[src/rtl/mbox_pkg.sv]
package mbox_pkg;

    localparam int DEF_NUM_Q   = 8;
    localparam int DEF_NUM_U   = 4;
    localparam int DEF_Q_DEPTH = 4;
    localparam int DEF_DW      = 32;
    localparam int DEF_AW      = 9;

    localparam int REV_OFS    = 'h000;
    localparam int MSG_BASE   = 'h040;
    localparam int FULL_BASE  = 'h080;
    localparam int CNT_BASE   = 'h0C0;
    localparam int LEG_BASE   = 'h100;
    localparam int LEG_STRIDE = 8;
    localparam int SPL_BASE   = 'h104;
    localparam int SPL_STRIDE = 'h10;

    localparam logic [3:0] REV_MAJOR = 4'd2;
    localparam logic [3:0] REV_MINOR = 4'd0;

    typedef enum logic {
        LAYOUT_DIRECT,
        LAYOUT_SPLIT
    } layout_e;

    typedef enum logic [3:0] {
        RK_NONE,
        RK_REV,
        RK_MSG,
        RK_FULL,
        RK_CNT,
        RK_STAT,
        RK_EN,
        RK_EN_SET,
        RK_EN_CLR
    } reg_kind_e;

endpackage

[src/rtl/mbox_addr_dec.sv]
module mbox_addr_dec
    import mbox_pkg::*;
#(
    parameter int      NUM_Q  = DEF_NUM_Q,
    parameter int      NUM_U  = DEF_NUM_U,
    parameter int      AW     = DEF_AW,
    parameter layout_e LAYOUT = LAYOUT_DIRECT,
    localparam int     QIW    = (NUM_Q > 1) ? $clog2(NUM_Q) : 1,
    localparam int     UIW    = (NUM_U > 1) ? $clog2(NUM_U) : 1
) (
    input  logic [AW-1:0]  addr,
    output reg_kind_e      kind,
    output logic [QIW-1:0] q_idx,
    output logic [UIW-1:0] u_idx
);

    localparam int ALIGN_BITS = 2;

    always_comb begin
        int a;
        a     = int'(addr);
        kind  = RK_NONE;
        q_idx = '0;
        u_idx = '0;
        if (addr[ALIGN_BITS-1:0] == '0) begin
            if (a == REV_OFS) begin
                kind = RK_REV;
            end else if (a >= MSG_BASE && a < MSG_BASE + 4 * NUM_Q) begin
                kind  = RK_MSG;
                q_idx = QIW'((a - MSG_BASE) >> 2);
            end else if (a >= FULL_BASE && a < FULL_BASE + 4 * NUM_Q) begin
                kind  = RK_FULL;
                q_idx = QIW'((a - FULL_BASE) >> 2);
            end else if (a >= CNT_BASE && a < CNT_BASE + 4 * NUM_Q) begin
                kind  = RK_CNT;
                q_idx = QIW'((a - CNT_BASE) >> 2);
            end else if (LAYOUT == LAYOUT_DIRECT) begin
                if (a >= LEG_BASE && a < LEG_BASE + LEG_STRIDE * NUM_U) begin
                    u_idx = UIW'((a - LEG_BASE) / LEG_STRIDE);
                    case ((a - LEG_BASE) % LEG_STRIDE)
                        0:       kind = RK_STAT;
                        4:       kind = RK_EN;
                        default: kind = RK_NONE;
                    endcase
                end
            end else begin
                if (a >= SPL_BASE && a < SPL_BASE + SPL_STRIDE * NUM_U) begin
                    u_idx = UIW'((a - SPL_BASE) / SPL_STRIDE);
                    case ((a - SPL_BASE) % SPL_STRIDE)
                        0:       kind = RK_STAT;
                        4:       kind = RK_EN_SET;
                        8:       kind = RK_EN_CLR;
                        default: kind = RK_NONE;
                    endcase
                end
            end
        end
    end

endmodule

[src/rtl/mbox_queue.sv]
module mbox_queue #(
    parameter int  DEPTH = 4,
    parameter int  DW    = 32,
    localparam int PW    = (DEPTH > 1) ? $clog2(DEPTH) : 1,
    localparam int CW    = $clog2(DEPTH + 1)
) (
    input  logic          clk,
    input  logic          rst,
    input  logic          push,
    input  logic          pop,
    input  logic [DW-1:0] wdata,
    output logic [DW-1:0] head,
    output logic [CW-1:0] count,
    output logic          full,
    output logic          push_evt,
    output logic          nf_evt
);

    logic [DW-1:0] slots [DEPTH];
    logic [PW-1:0] wp, rp;
    logic [CW-1:0] cnt;
    logic          do_push, do_pop;

    assign full     = (cnt == CW'(DEPTH));
    assign do_push  = push && !full;
    assign do_pop   = pop && (cnt != '0);
    assign push_evt = do_push;
    assign nf_evt   = do_pop && full;
    assign count    = cnt;
    assign head     = (cnt == '0) ? '0 : slots[rp];

    function automatic logic [PW-1:0] step(input logic [PW-1:0] p);
        return (p == PW'(DEPTH - 1)) ? '0 : p + 1'b1;
    endfunction

    always_ff @(posedge clk) begin
        if (rst) begin
            wp  <= '0;
            rp  <= '0;
            cnt <= '0;
        end else begin
            if (do_push) wp <= step(wp);
            if (do_pop)  rp <= step(rp);
            if (do_push && !do_pop)      cnt <= cnt + 1'b1;
            else if (do_pop && !do_push) cnt <= cnt - 1'b1;
        end
    end

    always_ff @(posedge clk) begin
        if (do_push) slots[wp] <= wdata;
    end

endmodule

[src/rtl/mbox_irq_user.sv]
module mbox_irq_user #(
    parameter int NEV = 16
) (
    input  logic           clk,
    input  logic           rst,
    input  logic [NEV-1:0] set_evt,
    input  logic           st_clr_wr,
    input  logic           en_load_wr,
    input  logic           en_set_wr,
    input  logic           en_clr_wr,
    input  logic [NEV-1:0] wdata,
    output logic [NEV-1:0] status,
    output logic [NEV-1:0] enable,
    output logic           irq
);

    logic [NEV-1:0] clr_mask;

    assign clr_mask = st_clr_wr ? wdata : '0;
    assign irq      = |(status & enable);

    always_ff @(posedge clk) begin
        if (rst) begin
            status <= '0;
            enable <= '0;
        end else begin
            status <= (status & ~clr_mask) | set_evt;
            if (en_load_wr)     enable <= wdata;
            else if (en_set_wr) enable <= enable | wdata;
            else if (en_clr_wr) enable <= enable & ~wdata;
        end
    end

endmodule

[src/rtl/mbox_top.sv]
module mbox_top
    import mbox_pkg::*;
#(
    parameter int      NUM_Q   = DEF_NUM_Q,
    parameter int      NUM_U   = DEF_NUM_U,
    parameter int      Q_DEPTH = DEF_Q_DEPTH,
    parameter int      DW      = DEF_DW,
    parameter int      AW      = DEF_AW,
    parameter layout_e LAYOUT  = LAYOUT_DIRECT
) (
    input  logic             clk,
    input  logic             rst,
    input  logic             bus_wr,
    input  logic             bus_rd,
    input  logic [AW-1:0]    bus_addr,
    input  logic [DW-1:0]    bus_wdata,
    output logic [DW-1:0]    bus_rdata,
    output logic [NUM_U-1:0] user_irq
);

    localparam int NEV = 2 * NUM_Q;
    localparam int QIW = (NUM_Q > 1) ? $clog2(NUM_Q) : 1;
    localparam int UIW = (NUM_U > 1) ? $clog2(NUM_U) : 1;
    localparam int CW  = $clog2(Q_DEPTH + 1);

    reg_kind_e      kind;
    logic [QIW-1:0] q_idx;
    logic [UIW-1:0] u_idx;

    logic [DW-1:0]  q_head [NUM_Q];
    logic [CW-1:0]  q_cnt  [NUM_Q];
    logic [NUM_Q-1:0] q_full;
    logic [NEV-1:0] evt_vec;
    logic [NEV-1:0] u_stat [NUM_U];
    logic [NEV-1:0] u_en   [NUM_U];

    logic [NUM_Q*CW-1:0]  q_cnt_flat;
    logic [NUM_U*NEV-1:0] st_flat;
    logic [NUM_U*NEV-1:0] en_flat;

    mbox_addr_dec #(
        .NUM_Q(NUM_Q), .NUM_U(NUM_U), .AW(AW), .LAYOUT(LAYOUT)
    ) dec_i (
        .addr(bus_addr), .kind(kind), .q_idx(q_idx), .u_idx(u_idx)
    );

    for (genvar m = 0; m < NUM_Q; m++) begin : g_q
        logic push_m, pop_m, new_m, nf_m;
        assign push_m = bus_wr && (kind == RK_MSG) && (q_idx == QIW'(m));
        assign pop_m  = bus_rd && (kind == RK_MSG) && (q_idx == QIW'(m));

        mbox_queue #(.DEPTH(Q_DEPTH), .DW(DW)) q_i (
            .clk(clk), .rst(rst), .push(push_m), .pop(pop_m),
            .wdata(bus_wdata), .head(q_head[m]), .count(q_cnt[m]),
            .full(q_full[m]), .push_evt(new_m), .nf_evt(nf_m)
        );

        assign evt_vec[2*m]            = new_m;
        assign evt_vec[2*m+1]          = nf_m;
        assign q_cnt_flat[m*CW +: CW]  = q_cnt[m];
    end

    for (genvar u = 0; u < NUM_U; u++) begin : g_u
        logic sel_u, st_w, en_w, set_w, clr_w;
        assign sel_u = bus_wr && (u_idx == UIW'(u));
        assign st_w  = sel_u && (kind == RK_STAT);
        assign en_w  = sel_u && (kind == RK_EN);
        assign set_w = sel_u && (kind == RK_EN_SET);
        assign clr_w = sel_u && (kind == RK_EN_CLR);

        mbox_irq_user #(.NEV(NEV)) usr_i (
            .clk(clk), .rst(rst), .set_evt(evt_vec),
            .st_clr_wr(st_w), .en_load_wr(en_w), .en_set_wr(set_w),
            .en_clr_wr(clr_w), .wdata(bus_wdata[NEV-1:0]),
            .status(u_stat[u]), .enable(u_en[u]), .irq(user_irq[u])
        );

        assign st_flat[u*NEV +: NEV] = u_stat[u];
        assign en_flat[u*NEV +: NEV] = u_en[u];
    end

    always_comb begin
        bus_rdata = '0;
        if (bus_rd) begin
            case (kind)
                RK_REV:    bus_rdata = DW'({REV_MAJOR, REV_MINOR});
                RK_MSG:    bus_rdata = q_head[q_idx];
                RK_FULL:   bus_rdata = DW'(q_full[q_idx]);
                RK_CNT:    bus_rdata = DW'(q_cnt[q_idx]);
                RK_STAT:   bus_rdata = DW'(u_stat[u_idx]);
                RK_EN,
                RK_EN_SET,
                RK_EN_CLR: bus_rdata = DW'(u_en[u_idx]);
                default:   bus_rdata = '0;
            endcase
        end
    end

endmodule

[config.mk]
export PLATFORM = sky130hd
export DESIGN_NAME = mbox_top
export DESIGN_NICKNAME = d
export VERILOG_FILES = /design/src/rtl/mbox_pkg.sv /design/src/rtl/mbox_addr_dec.sv /design/src/rtl/mbox_queue.sv /design/src/rtl/mbox_irq_user.sv /design/src/rtl/mbox_top.sv
export SDC_FILE = /design/constraint.sdc
export NUM_CORES = 1
export LEC_CHECK = 0
export BUFFER_PORTS_ARGS = -buffer_cell sky130_fd_sc_hd__buf_2
export CAP_MARGIN = 40
export CORE_MARGIN = 2
export CORE_UTILIZATION = 35
export CTS_CLUSTER_SIZE = 8
export DETAILED_ROUTE_END_ITERATION = 12
export HOLD_SLACK_MARGIN = 0.12
export PLACE_DENSITY_LB_ADDON = 0.3
export SYNTH_ARGS = -nofsm -noshare
export SYNTH_HDL_FRONTEND = slang
export SYNTH_SLANG_ARGS = --single-unit
export TNS_END_PERCENT = 10
[constraint.sdc]
create_clock -name clk -period 4.63 [get_ports clk]
set_input_delay 0 -clock clk [delete_from_list [all_inputs] [get_ports clk]]
set_output_delay 0 -clock clk [all_outputs]
set_load 0.01 [all_outputs]
# --- Word-level counts from Yosys, hierarchy flattened ---
# Memory sizes are Yosys's and may differ from the RTL's. A register that Yosys moved wholly into a read port is not among the register bits.
# Cells that the tools add are included.
totals:
  ff_bits: 184
  ramBits: 1024
  input_bits: 45
  word_cells: 426
  n_memories: 8
op_classes:
  n_addsub: 37
  magnitude_cmp: 11
  eq_ne: 43
  n_mux: 122
  n_bitwise: 28
  n_reduce_logical: 145
memory_table:
  columns: ["memory", "depth", "word_bits", "read_ports", "rd_clocked_by_memory_dff", "write_ports", "line", "rtl"]
  rows:
  - ["g_q[0].q_i.slots", 4, 32, 1, 1, 1, "mbox_queue.sv:19", "logic [DW-1:0] slots [DEPTH];"]
  - ["g_q[1].q_i.slots", 4, 32, 1, 1, 1, "mbox_queue.sv:19", null]
  - ["g_q[2].q_i.slots", 4, 32, 1, 1, 1, "mbox_queue.sv:19", null]
  - ["g_q[3].q_i.slots", 4, 32, 1, 1, 1, "mbox_queue.sv:19", null]
  - ["g_q[4].q_i.slots", 4, 32, 1, 1, 1, "mbox_queue.sv:19", null]
  - ["g_q[5].q_i.slots", 4, 32, 1, 1, 1, "mbox_queue.sv:19", null]
  - ["+2 memories", null, null, null, null, null, null, null]
ops:
  columns: ["operator", "n"]
  rows:
  - ["32-bit 2-to-1 mux", 11]
  - ["16-bit 2-to-1 mux", 20]
  - ["16-bit bitwise AND", 12]
  - ["32-bit case mux with 6 select lines", 1]
  - ["16-bit bitwise OR", 8]
  - ["32-bit binary-select mux with 3-bit select", 1]
  - ["1-bit logical AND", 82]
  - ["16-bit inverter", 5]
  - ["2-bit 2-to-1 mux", 38]
  - ["3-bit 2-to-1 mux", 23]
  - ["16-bit binary-select mux with 2-bit select", 2]
  - ["16-bit OR reduction", 4]
  - ["2-bit equality test (second input constant)", 18]
  - ["3-bit equality test (second input constant)", 12]
  - ["3-bit nonzero test", 12]
  - ["2-bit by 1-bit adder with 2-bit output (second input constant)", 16]
  - ["32-bit by 3-bit equality test with 1-bit output (second input constant)", 1]
  - ["32-bit logical NOT", 1]
  - ["3-bit logical NOT", 9]
  - ["3-bit by 1-bit adder with 3-bit output (second input constant)", 8]
  - ["1-bit logical NOT", 24]
  - ["4-bit 2-to-1 mux", 6]
  - ["3-bit by 1-bit subtractor with 3-bit output (second input constant)", 8]
  - ["9-bit by 8-bit greater-or-equal comparator with 1-bit output (second input constant)", 2]
  - ["other kinds (29)", 62]

# --- Depth between registers and ports, before layout ---
logic_depth:
  ltp_word: 19
  mapped_depth: 14
  ltp_nobuf: 11

# --- Modules after synthesis ---
# Synthesis repeated with hierarchy kept, for this count alone.
hier_totals:
  hier_cells: 3000
  hier_area_um2: 51550.7
by_module_without_submodules:
  columns: ["mod", "instances", "cells_each", "area_each_um2", "seq_area_each_um2"]
  rows:
  - ["mbox_queue", 8, 253, 5312.6, 4023.9]
  - ["mbox_irq_user", 4, 149, 1255.0, 640.6]
  - ["mbox_top", 1, 352, 3828.7, 0.0]
  - ["mbox_addr_dec", 1, 28, 201.4, 0.0]

# --- Worst setup path after synthesis ---
# Ideal clock, no wire load.
synth_path:
  path_type: "input port to flip-flop"
  from: "input bus_addr[8]"
  to: "register g_q[6].q_i.cnt[2]"
  setup_ns: 0.070
  arrival_ns: 3.047
  t_required_ns: 4.560
  slack_ns: 1.512
  stages: 13
  n_path_buf: 3
  path_cell_list: "buf_6 > or4_4 > buf_6 > or3_1 > buf_4 > or4_4 > clkinv_2 > ha_1 > inv_1 > fa_1 > xor2_1 > or3_1 > a21oi_1"
synth_via:
  elab_chain_cells: 17
  elab_cells_between_ends: 43
  cone_classes: "add/sub (1); order compare (8); eq/ne (3); mux (13); bitwise (1); reduce/logical (17)"
synth_rtl:
  columns: ["item", "line", "rtl"]
  rows:
  - ["from (decl)", "mbox_top.sv:15", "input logic [AW-1:0] bus_addr,"]
  - ["9-bit by 9-bit subtractor with 10-bit output", "mbox_addr_dec.sv:40", "case ((a - LEG_BASE) % LEG_STRIDE)"]
  - ["1-bit bitwise AND (no line)", null, null]
  - ["32-bit by 3-bit equality test with 1-bit output or 32-bit logical NOT (tied branches)", "mbox_addr_dec.sv:40", null]
  - ["3-bit case mux with 2 select lines", "mbox_addr_dec.sv:40", null]
  - ["4-bit 2-to-1 mux", "mbox_addr_dec.sv:38", "if (a >= LEG_BASE && a < LEG_BASE + LEG_STRIDE * NUM_U) begin"]
  - ["4-bit 2-to-1 mux", "mbox_addr_dec.sv:34", "end else if (a >= CNT_BASE && a < CNT_BASE + 4 * NUM_Q) begin"]
  - ["4-bit 2-to-1 mux", "mbox_addr_dec.sv:31", "end else if (a >= FULL_BASE && a < FULL_BASE + 4 * NUM_Q) begin"]
  - ["4-bit 2-to-1 mux", "mbox_addr_dec.sv:28", "end else if (a >= MSG_BASE && a < MSG_BASE + 4 * NUM_Q) begin"]
  - ["(+2 left out)", null, null]
  - ["4-bit by 2-bit equality test with 1-bit output", "mbox_top.sv:49", "assign push_m = bus_wr && (kind == RK_MSG) && (q_idx == QIW'(m));"]
  - ["1-bit logical AND", "mbox_top.sv:49", null]
  - ["1-bit logical AND (*)", "mbox_top.sv:49", null]
  - ["1-bit logical AND (*)", "mbox_queue.sv:25", "assign do_push = push && !full;"]
  - ["named net g_q[6].new_m", "mbox_top.sv:48", "logic push_m, pop_m, new_m, nf_m;"]
  - ["1-bit logical NOT", "mbox_queue.sv:45", "else if (do_pop && !do_push) cnt <= cnt - 1'b1;"]
  - ["1-bit logical AND", "mbox_queue.sv:45", null]
  - ["2-bit nonzero test (no line)", null, null]
  - ["to (signal assigned)", "mbox_queue.sv:44", "if (do_push && !do_pop) cnt <= cnt + 1'b1;"]
  - ["to (signal assigned)", "mbox_queue.sv:45", null]
  - ["to (decl)", "mbox_queue.sv:21", "logic [CW-1:0] cnt;"]
# The timed path passes the listed nets; every way through them passes the cells marked *.
# A chain may end at the register's enable or synchronous reset.

# --- Worst setup path in the final report ---
layout_path:
  from: "input bus_addr[8]"
  to: "output bus_rdata[31]"
layout_via:
  elab_chain_cells: 14
  elab_cells_between_ends: 44
  cone_classes: "add/sub (1); order compare (8); eq/ne (9); mux (17); bitwise (2); reduce/logical (7)"
layout_rtl:
  columns: ["item", "line", "rtl"]
  rows:
  - ["9-bit by 9-bit subtractor with 10-bit output", "mbox_addr_dec.sv:40", null]
  - ["1-bit bitwise AND (no line)", null, null]
  - ["32-bit by 3-bit equality test with 1-bit output or 32-bit logical NOT (tied branches)", "mbox_addr_dec.sv:40", null]
  - ["3-bit case mux with 2 select lines", "mbox_addr_dec.sv:40", null]
  - ["4-bit 2-to-1 mux", "mbox_addr_dec.sv:38", null]
  - ["4-bit 2-to-1 mux", "mbox_addr_dec.sv:34", null]
  - ["4-bit 2-to-1 mux", "mbox_addr_dec.sv:31", null]
  - ["4-bit 2-to-1 mux", "mbox_addr_dec.sv:28", null]
  - ["4-bit 2-to-1 mux", "mbox_addr_dec.sv:26", "if (a == REV_OFS) begin"]
  - ["4-bit 2-to-1 mux", "mbox_addr_dec.sv:25", "if (addr[ALIGN_BITS-1:0] == '0) begin"]
  - ["4-bit by 3-bit equality test with 1-bit output or 4-bit equality test (tied branches)", "mbox_top.sv:85", "case (kind)"]
  - ["3-bit OR reduction", "mbox_top.sv:85", null]
  - ["32-bit case mux with 6 select lines (*)", "mbox_top.sv:85", null]
  - ["32-bit 2-to-1 mux (*)", "mbox_top.sv:84", "if (bus_rd) begin"]
  - ["to (decl)", "mbox_top.sv:17", "output logic [DW-1:0] bus_rdata,"]
# Every way passes the cells marked *; elsewhere a longest branch is shown, timed or not. The select of a mux whose other input is x is not followed.

==> impl_metrics.py <==
metrics = {
    "sta": {
        "grt_setup_unrepaired": "false",
        "fmax_mhz": 233,
        "final.period_utilization_pct": 92.6,
        "timing.slew.headroom_pct": 36.8,
        "fin_crit_ps": 4290,
        "final_max_slew_viol_count": 0,
        "setup_tns_ps": 0,
        "final.setup_skew_ps": 20.1,
        "hold_viol": 0,
        "tightest_slew_ps": 945,
        "setup_viol_count_final": 0,
    },
    "route": {
        "finalWirelength_um": 141000,
        "vias_per_cell": 5.54,
        "drc_errors": 0,
        "wl_per_cell_um": 27.0,
        "vias": 28900,
        "drt_iter0_drc": 3374,
        "drtPass1Iterations": 5,
        "ant_nets": 0,
    },
    "global_route": {
        "grt_pass1_vias": 28900,
        "grt_usage_pct": 19.5,
        "overflow": 0,
        "grt_pass1_wl_um": 206000,
        "grt_max_degree": 108,
        "antenna_found_initial": 7,
    },
    "synth": {
        "synth_seq_area_share_pct": 70.4,
        "synth_area_um2": 49400,
        "synth_flop_cell": "edfxtp_1",
        "syn_avg_cell_area_um2": 16.2,
        "synth_async_sr_flop_share_pct": 0,
        "synth_cell_types": 71,
        "ys.warnings.count": 0,
        "syn_nets": 3148,
        "ys_seq_elements": 1224,
        "syn_inst": 3046,
        "synth_edf_count": 1024,
    },
    "floorplanning": {
        "rows": 137,
        "ios": 81,
        "die-area_um2": 144000,
        "die_w_um": 380,
        "core_area_um2": 140000,
        "die_h_um": 380,
        "initial_core_util_pct": 35.3,
    },
    "cells_and_area": {
        "nets": 3387,
        "syn_to_final_growth_pct": 18.1,
        "mostFrequentLayoutCells": "edfxtp_1, a21oi_1, nand2_1",
        "fin_cells": 5219,
        "drive_gt1_share_pct": 22.3,
        "final_common_cell": "edfxtp_1",
    },
    "clock_tree": {
        "cts_made_buffers": 171,
        "h-tree-depth": 4,
        "post-cts-setup-buffers": 0,
        "holdBufCountCts": 60,
        "clock-sinks": 1224,
        "clkTransAtPathRegs_ps": 50,
        "clock-root-buffer": "clkbuf_16",
        "cts_tree": "yes",
        "clock_latency_ps": 780,
        "cts_resized": 0,
        "clockBufferDepth": 3,
    },
    "setup_path": {
        "worstRegToRegCells": 8,
        "r2r-start": "g_q[1].q_i.count[0]",
        "cp_max_fo": 32,
        "required_ps": 4630,
        "r2r_end": "g_q[1].q_i.count[2]",
        "reg2reg_slack_ps": 1770,
        "arrival_ps": 4290,
        "start_kind": "input port",
        "crit_start": "bus_addr[8]",
        "crit_slowest_cell": "dlygate4sd3_1",
        "endpoint": "bus_rdata[31]",
        "crit_buf_inv": 5,
        "cp.depth": 10,
        "critical-path-top-delay-family": "buffers and inverters",
        "crit_path_end_kind": "output port",
        "cp_cell_sequence": "dlygate4sd3_1 -> buf_2 -> nor4_4 -> dlygate4sd3_1 -> nand3_4 -> buf_4 -> nor4_1 -> nor2_1 -> a311oi_1 -> buf_2",
        "worstSetupPathType": "in -> out",
        "critPathMaxStageDelay_ps": 840,
    },
    "place": {
        "dp_cells": 4927,
        "portBuffers": 80,
        "post-dp-hpwl_um": 92300,
        "place_congestion": 0.934,
    },
    "pwr": {
        "vdd_ir_drop_max_uv": 263,
        "p_leak_uw": 0.0187,
        "p_per_area_nw_per_um2": 408,
    },
    "min_path": {
        "hold_start": "rst",
        "hold_path_class": "in -> reg",
    },
    "run_status": {
        "outcome": "finished clean",
    },
    "job": {
        "maxCapViolCount": 0,
    },
}
## routing by layer
layer	up-vias	global-route usage (%)	share of wire, %
met2	1267	30.6	47
met1	15000	27.4	43
met5	-	0	0.018
met4	4	6.16	2.7
li1	12400	-	-
met3	238	3.61	7.6
## cell families after synthesis
family / Yosys count / synth area share, %
simple gates: 644 / 6.20
fa+ha+maj: 57 / 1.57
compound gates: 520 / 6.17
mux: 338 / 13.3
buf+inv: 245 / 2.01
flops: 1224 / 70.4
xor+xnor: 18 / 0.319
## cells in the mapped netlist, types with 17 or more instances
master	number	area share [%]
edfxtp_1	1024	62
a21oi_1	352	3.6
nand2_1	262	2.0
mux4_2	256	12
dfxtp_1	200	8.1
clkbuf_1	163	1.2
nor2_1	142	1.1
mux2i_1	81	1.6
nor4_1	53	0.67
ha_1	49	1.2
nor3_1	38	0.39
a31oi_1	33	0.42
and2_1	33	0.42
o221ai_1	32	0.57
or3_1	30	0.38
inv_1	28	0.21
nand3_1	26	0.26
buf_1	20	0.15
a22o_1	19	0.34
buf_2	18	0.18
a221oi_1	17	0.30
xor2_1	17	0.30
## registers in the layout, summed over array words and instances (netlist names), named ones only
signal and flops:
g_q.q_i.wp 16, g_q.q_i.rp 16, g_q.q_i.slots 1024, g_q.q_i.count 24, g_u.usr_i.status 64
## layout make-up
type                       instances  area, um2
fill                           12400      81400
sequential                      1224      34800
multi-input combinational       1577      13700
clock buffer                     218       4540
timing repair buffer             280       2570
tap                             1876       2350
clock inverter                    12        213
inverter                          31        118
antenna                            1       2.50
## power by group
part / total [uW] / internal (uW) / switching, uW / leakage, uW
sequential: 11900 / 11900 / 1.63 / 0.0108
combinational: 522 / 124 / 399 / 0.00560
clock: 11300 / 6820 / 4490 / 0.00230
## worst min-delay path by stage
stage	end	cells past startpoint	slack, ps
6_report	register	3	160
5_1_grt	register	3	170
4_1_cts	register	3	130
3_5_place_dp	g_q[1].q_i.slots[1][12]	1	280
3_3_place_gp	bus_rdata[5]	3	400
2_1_floorplan	g_q[0].q_i.slots[0][0]	0	100
## metrics by stage
step	util, %	setup WS (ps)	total power [uW]	hold slack [ps]	area (um2)
after global placement	37.4	1080	12600	397	52200
after global routing	41.7	230	24500	171	58300
after floorplan	-	1510	12300	98.9	49400
after CTS	41.7	460	24000	127	58300
final	41.7	344	23800	163	58300
after detailed placement	37.9	1060	12600	281	52900
## worst reg2reg max path, stage by stage, from the launching register on
cell	delay [ps]
dfxtp_1	370
or3_1	740
nand3_1	380
ha_1	240
inv_1	60
fa_1	370
xor2_1	170
or3_1	310
a21oi_1	150
Power figures use the tool's default switching activity.
